===== src/rtl/irqc_pkg.sv =====
package irqc_pkg;
  localparam int CFG_W = 8;
  localparam int SRC_N = 5;
  localparam int MSK_N = 3;

  // configuration-write bit positions (software-visible encoding)
  localparam int MW_MSK_EN = 3;
  localparam int MW_PCLR   = 4;
  localparam int MW_SOE    = 6;
  localparam int MW_SOD    = 7;

  // priority order: lower index wins
  typedef enum logic [2:0] {
    SRC_NMI = 3'd0,
    SRC_HI  = 3'd1,
    SRC_MID = 3'd2,
    SRC_LO  = 3'd3,
    SRC_EXT = 3'd4
  } src_e;
endpackage


===== src/rtl/irqc_edge_latch.sv =====
module irqc_edge_latch #(
  parameter bit HOLD_LEVEL = 1'b0  // 1: pending drops when the line drops
) (
  input  logic clk,
  input  logic rst,
  input  logic line_i,
  input  logic clr_i,
  output logic pend_o
);
  logic prev_q, pend_q, pend_d, rise;

  assign rise = line_i & ~prev_q;

  generate
    if (HOLD_LEVEL) begin : g_hold
      assign pend_d = clr_i ? 1'b0 : ((pend_q | rise) & line_i);
    end else begin : g_keep
      assign pend_d = clr_i ? 1'b0 : (pend_q | rise);
    end
  endgenerate

  always_ff @(posedge clk) begin
    if (rst) begin
      prev_q <= 1'b0;
      pend_q <= 1'b0;
    end else begin
      prev_q <= line_i;
      pend_q <= pend_d;
    end
  end

  assign pend_o = pend_q;

  // a new pending state only follows a seen rising edge
  assert_set_needs_rise_R7: assert property (@(posedge clk) disable iff (rst)
    (pend_q && !$past(pend_q)) |-> $past(line_i && !prev_q));

  generate
    if (HOLD_LEVEL) begin : g_hold_chk
      // armed only while the line was high
      assert_arm_needs_level_R3: assert property (@(posedge clk) disable iff (rst)
        pend_q |-> $past(line_i));
    end
  endgenerate
endmodule


===== src/rtl/irqc_mask_regs.sv =====
module irqc_mask_regs
  import irqc_pkg::*;
(
  input  logic             clk,
  input  logic             rst,
  input  logic             wr_en_i,
  input  logic [CFG_W-1:0] wr_data_i,
  input  logic             ei_i,
  input  logic             di_i,
  input  logic             accept_mask_i,
  output logic [MSK_N-1:0] mask_o,
  output logic             ie_o,
  output logic             ser_o,
  output logic             pend_clr_o
);
  logic [MSK_N-1:0] mask_q;
  logic             ie_q, ser_q;
  logic             unused_bit5;

  assign unused_bit5 = wr_data_i[5];

  always_ff @(posedge clk) begin
    if (rst) begin
      mask_q <= '1;
      ie_q   <= 1'b0;
      ser_q  <= 1'b0;
    end else begin
      if (wr_en_i && wr_data_i[MW_MSK_EN]) mask_q <= wr_data_i[MSK_N-1:0];
      if (wr_en_i && wr_data_i[MW_SOE])    ser_q  <= wr_data_i[MW_SOD];
      if (accept_mask_i)  ie_q <= 1'b0;
      else if (di_i)      ie_q <= 1'b0;
      else if (ei_i)      ie_q <= 1'b1;
    end
  end

  assign pend_clr_o = wr_en_i & wr_data_i[MW_PCLR];
  assign mask_o     = mask_q;
  assign ie_o       = ie_q;
  assign ser_o      = ser_q;

  assert_mask_needs_qualifier_R10: assert property (@(posedge clk) disable iff (rst)
    !$stable(mask_q) |-> $past(wr_en_i && wr_data_i[MW_MSK_EN]));
  assert_enable_rise_from_ei_R11: assert property (@(posedge clk) disable iff (rst)
    $rose(ie_q) |-> $past(ei_i));
  assert_accept_drops_enable_R11: assert property (@(posedge clk) disable iff (rst)
    accept_mask_i |=> !ie_q);
  assert_serial_hold_R12: assert property (@(posedge clk) disable iff (rst)
    !$stable(ser_q) |-> $past(wr_en_i && wr_data_i[MW_SOE]));
endmodule


===== src/rtl/irqc_prio_sel.sv =====
module irqc_prio_sel
  import irqc_pkg::*;
#(
  parameter int             VEC_W   = 16,
  parameter logic [VEC_W-1:0] NMI_VEC = 16'h0024,
  parameter logic [VEC_W-1:0] HI_VEC  = 16'h003C,
  parameter logic [VEC_W-1:0] MID_VEC = 16'h0034,
  parameter logic [VEC_W-1:0] LO_VEC  = 16'h002C
) (
  input  logic [SRC_N-1:0] req_i,
  output logic             hit_o,
  output src_e             idx_o,
  output logic [VEC_W-1:0] vec_o,
  output logic             ext_o
);
  always_comb begin
    idx_o = SRC_EXT;
    for (int k = SRC_N - 1; k >= 0; k--) begin
      if (req_i[k]) idx_o = src_e'(k);
    end
  end

  assign hit_o = |req_i;

  always_comb begin
    ext_o = 1'b0;
    case (idx_o)
      SRC_NMI: vec_o = NMI_VEC;
      SRC_HI:  vec_o = HI_VEC;
      SRC_MID: vec_o = MID_VEC;
      SRC_LO:  vec_o = LO_VEC;
      default: begin
        vec_o = '0;
        ext_o = 1'b1;
      end
    endcase
  end
endmodule


===== src/rtl/irqc_top.sv =====
module irqc_top
  import irqc_pkg::*;
#(
  parameter int               VEC_W   = 16,
  parameter logic [VEC_W-1:0] NMI_VEC = 16'h0024,
  parameter logic [VEC_W-1:0] HI_VEC  = 16'h003C,
  parameter logic [VEC_W-1:0] MID_VEC = 16'h0034,
  parameter logic [VEC_W-1:0] LO_VEC  = 16'h002C
) (
  input  logic             clk,
  input  logic             rst,
  input  logic             nmi_line,
  input  logic             edge_line,
  input  logic             lvl_mid,
  input  logic             lvl_lo,
  input  logic             ext_line,
  input  logic             boundary,
  input  logic             ei_stb,
  input  logic             di_stb,
  input  logic             mwr_en,
  input  logic [CFG_W-1:0] mwr_data,
  input  logic             ser_in,
  output logic [CFG_W-1:0] status_o,
  output logic             take_o,
  output logic [VEC_W-1:0] vec_o,
  output logic             ext_ack_o,
  output logic             ser_out_o
);
  logic [MSK_N-1:0] mask;
  logic             ie, pend_clr;
  logic             nmi_arm, hi_pend;
  logic             clr_nmi, clr_hi;
  logic [SRC_N-1:0] req;
  logic             hit, accept, accept_mask, sel_ext;
  src_e             sel_idx;
  logic [VEC_W-1:0] sel_vec;
  logic             take_q, ext_q;
  logic [VEC_W-1:0] vec_q;

  irqc_edge_latch #(.HOLD_LEVEL(1'b1)) u_nmi_edge (
    .clk(clk), .rst(rst), .line_i(nmi_line), .clr_i(clr_nmi), .pend_o(nmi_arm));

  irqc_edge_latch #(.HOLD_LEVEL(1'b0)) u_hi_edge (
    .clk(clk), .rst(rst), .line_i(edge_line), .clr_i(clr_hi), .pend_o(hi_pend));

  irqc_mask_regs u_regs (
    .clk(clk), .rst(rst), .wr_en_i(mwr_en), .wr_data_i(mwr_data),
    .ei_i(ei_stb), .di_i(di_stb), .accept_mask_i(accept_mask),
    .mask_o(mask), .ie_o(ie), .ser_o(ser_out_o), .pend_clr_o(pend_clr));

  always_comb begin
    req          = '0;
    req[SRC_NMI] = nmi_arm & nmi_line;
    req[SRC_HI]  = ie & hi_pend  & ~mask[2];
    req[SRC_MID] = ie & lvl_mid  & ~mask[1];
    req[SRC_LO]  = ie & lvl_lo   & ~mask[0];
    req[SRC_EXT] = ie & ext_line;
  end

  irqc_prio_sel #(
    .VEC_W(VEC_W), .NMI_VEC(NMI_VEC), .HI_VEC(HI_VEC),
    .MID_VEC(MID_VEC), .LO_VEC(LO_VEC)
  ) u_sel (
    .req_i(req), .hit_o(hit), .idx_o(sel_idx), .vec_o(sel_vec), .ext_o(sel_ext));

  assign accept      = boundary & hit;
  assign accept_mask = accept & (sel_idx != SRC_NMI);
  assign clr_nmi     = accept & (sel_idx == SRC_NMI);
  assign clr_hi      = (accept & (sel_idx == SRC_HI)) | pend_clr;

  always_ff @(posedge clk) begin
    if (rst) begin
      take_q <= 1'b0;
      ext_q  <= 1'b0;
      vec_q  <= '0;
    end else begin
      take_q <= accept;
      ext_q  <= accept & sel_ext;
      if (accept) vec_q <= sel_vec;
    end
  end

  assign take_o    = take_q;
  assign ext_ack_o = ext_q;
  assign vec_o     = vec_q;
  assign status_o  = {ser_in, hi_pend, lvl_mid, lvl_lo, ie, mask};

  assert_take_after_strobe_R4: assert property (@(posedge clk) disable iff (rst)
    take_o |-> $past(boundary));
  assert_maskable_take_drops_enable_R11: assert property (@(posedge clk) disable iff (rst)
    (take_o && vec_o != NMI_VEC) |-> !ie);
  assert_nmi_take_needs_level_R3: assert property (@(posedge clk) disable iff (rst)
    (take_o && vec_o == NMI_VEC) |-> $past(nmi_line));
  assert_ext_ack_form_R6: assert property (@(posedge clk) disable iff (rst)
    ext_ack_o |-> (take_o && vec_o == '0));
endmodule


===== config.mk =====
export PLATFORM = sky130hd
export DESIGN_NAME = irqc_top
export DESIGN_NICKNAME = d
export VERILOG_FILES = /design/src/rtl/irqc_pkg.sv /design/src/rtl/irqc_edge_latch.sv /design/src/rtl/irqc_mask_regs.sv /design/src/rtl/irqc_prio_sel.sv /design/src/rtl/irqc_top.sv
export SDC_FILE = /design/constraint.sdc
export NUM_CORES = 1
export LEC_CHECK = 0
export CAP_MARGIN = 20
export CORE_MARGIN = 3
export CORE_UTILIZATION = 55
export DETAILED_ROUTE_END_ITERATION = 10
export DONT_BUFFER_PORTS = 1
export GPL_ROUTABILITY_DRIVEN = 1
export PLACE_DENSITY = 0.7
export SETUP_SLACK_MARGIN = 0.02
export SYNTH_ARGS = -nofsm -noshare
export SYNTH_HDL_FRONTEND = slang
export SYNTH_SLANG_ARGS = --single-unit

===== constraint.sdc =====
create_clock -name clk -period 1.8 [get_ports clk]
set_clock_uncertainty 0.1 [all_clocks]
set_input_delay 0 -clock clk [delete_from_list [all_inputs] [get_ports clk]]
set_output_delay 0 -clock clk [all_outputs]
set_load 0.1 [all_outputs]

==> metrics.cfg <==
[outcome]
outcome = complete, no violations

[floorplanning]
io_pins = 47
die-width_um = 42.36
placementRows = 12
die_area_um2 = 1794
core_area_um2 = 1171
die_y_um = 42.36
start_util = 0.6207

[drt]
dr.first_iter.drc_count = 12
postRouteAntennaNets = 0
drc = 0
first_pass_iters = 4
via_count = 643
drt-total-wl_um = 1846
post_drt_wl_per_cell_um = 14.89
via_per_inst = 5.185

[global_route]
grt_max_degree = 11
antenna_found_initial = 0
grt_pass1_vias = 664
gr-total-overflow = 0
gr-usage-all-layers = 0.2234
grt_pass1_wl_um = 3042

[placed_design]
gp_congestion = 0.7030
port_buffers = 0
dpl.hpwl_um = 977.5

[cts]
clk_pin_slew_ps = 80
cts_resized = 0
cts.sinks = 14
cts.htree.levels = 1
cts_buffers = 3
cts_tree = done
cts-root-buf = clkbuf_4
insertion_delay_ps = 280
cts.path.max_buffers = 2

[synthesis]
synth.distinct_cells = 25
synth_compound_area_frac = 0.1618
synth_most_common_cell = buf_4
seq_area_frac_synth = 0.3855
synthesis.area_um2 = 726.9
synth-adder-area-share = 0
synth.area.mux_share = 0.02754
yosysTopAreaCell = dfxtp_1
syn_avg_cell_area_um2 = 8.975
yosysWarnings = 0
synth_top_area_share = 0.3855
synthFlopType = dfxtp_1
synth_area_leaders = dfxtp_1 (39%), buf_4 (19%), nand3_1 (6.2%)
synth-seq-cells = 14
syn-instance-count = 81
yosys-top-cells-count = buf_4 (18), dfxtp_1 (14), nand2_1 (9), nand3_1 (9), nor2b_1 (6)
synthArstFlopShare = 0
synthSimpleGateAreaFrac = 0.2134
yosys.area_share.xor_xnor = 0
synth_edf_count = 0
synth_top_family_by_area = simple AND/OR/NAND/NOR gates

[power_and_ir_drop]
p_leak_nw = 0.4110
powerDensity_nw_per_um2 = 848.9
ir_drop_v = 0.0005917

[worst_setup_path]
required_ps = 1860
critPathKind = in -> reg
cp_max_fo = 1
critPathCaptureType = flip-flop
startpoint_type = primary input
r2r_slack_ps = 220
arrival_ps = 1850

[sta]
period_needed_ps = 1781
setup_viol = 0
rsz0062_at_grt = false
slew_violations = 0
timing.fmax_mhz = 561.4
worst_pin_slew_ps = 995.1
hold_violations = 0
finalCritPeriodShare = 0.9896
setup_tns_ps = 0
relSlewSlack = 0.3344

[flow_run]
cap_violations = 0

[finish]
diodes = 0
final_util = 0.8429
synthToLayoutAreaGrowth_pct = 35.80
nets = 132
drive_above_1_share = 0.2182

[hold_path]
hp-class = in -> reg

-- per-stage QoR --
step	power [mW]	hold WS [ps]	cells	instance area (um^2)	setup slack (ps)
6_report	0.8380	41.31	124	987.2	18.63
3_5_place_dp	0.5944	-99.31	98	734.5	383.4
3_3_place_gp	0.5927	-99.31	98	734.5	394.3
5_1_grt	0.8612	58.49	124	987.2	26.52
4_1_cts	0.8323	32.09	124	987.2	108.1
2_1_floorplan	0.6303	-24.00	92	772.0	94.15
-- routing by layer --
| metal | vias up | part of all wire | global-route usage |
|---|---|---|---|
| li1 | 310 | - | - |
| met1 | 289 | 0.39 | 0.2526 |
| met2 | 41 | 0.50 | 0.4103 |
| met3 | 3 | 0.093 | 0.05579 |
| met4 | 0 | 0.0092 | 0.05590 |
| met5 | - | 0 | 0 |
-- final cells by class --
| type | count | area [um^2] |
|---|---|---|
| fill | 63 | 183.9 |
| clock buffer | 3 | 22.52 |
| tap | 14 | 17.52 |
| multi-input combinational | 56 | 337.8 |
| timing repair buffer | 34 | 312.8 |
| sequential | 14 | 285.3 |
| inverter | 3 | 11.26 |
-- registers in the layout, summed over array words and instances, names as in the netlist --
register and count:
u_hi_edge.pend_o 1, u_hi_edge.prev_q 1, take_o 1, u_regs.ie_o 1, ext_ack_o 1, u_nmi_edge.prev_q 1, u_regs.ser_o 1, u_regs.mask_o 3
vec_o 3, u_nmi_edge.pend_o 1
-- worst paths after layout --
path | startpoint | endpoint | cells after the start
max reg2reg | u_regs.mask_o[0] | u_regs.mask_o[0] | 4
min | ext_line | take_o | 3
min reg2reg | vec_o[3] | vec_o[3] | 2
max | mwr_data[0] | u_regs.mask_o[0] | 5
-- critical path, stage by stage --
cell,delay [ps]
dlygate4sd3_1,540
nand3_1,60
dlygate4sd3_1,580
nand3_1,100
dlygate4sd3_1,570
-- logic make-up after synthesis --
kind of cell	count (synthesis)
buf+inv	22
other cells	1
mux	2
compound gates	12
flops	14
simple gates	30
-- where the power goes --
part           switching (mW)  internal, mW  leakage (nW)
Sequential             0.0101         0.325         0.114
Clock                  0.0962        0.0775        0.0138
Combinational           0.263        0.0662         0.283
-- placed cells by master, fill, tap and decap left out, drive strengths merged --
| cell | instances |
|---|---|
| a2111oi | 1 |
| nand3 | 9 |
| clkbuf | 3 |
| dlygate4sd3 | 23 |
| buf | 11 |
| o21ai | 2 |
| nand2 | 10 |
| nor3 | 1 |
| o2111ai | 1 |
| dfxtp | 14 |
| nor2 | 2 |
| mux2i | 2 |
| and2 | 1 |
| conb | 12 |
| nor2b | 7 |
| o32ai | 1 |
| inv | 3 |
| a41o | 1 |
| a41oi | 2 |
| a31o | 1 |
| a21oi | 2 |
| a311oi | 1 |
-- timing repair --
action / in CTS / in global routing
hold endpoints to repair: 17 / 1
buffers inserted: 0 / 0
hold buffers: 23 / 2
endpoints found under the setup margin: 0 / 2
No activity file was read; power rests on OpenSTA's default activity.
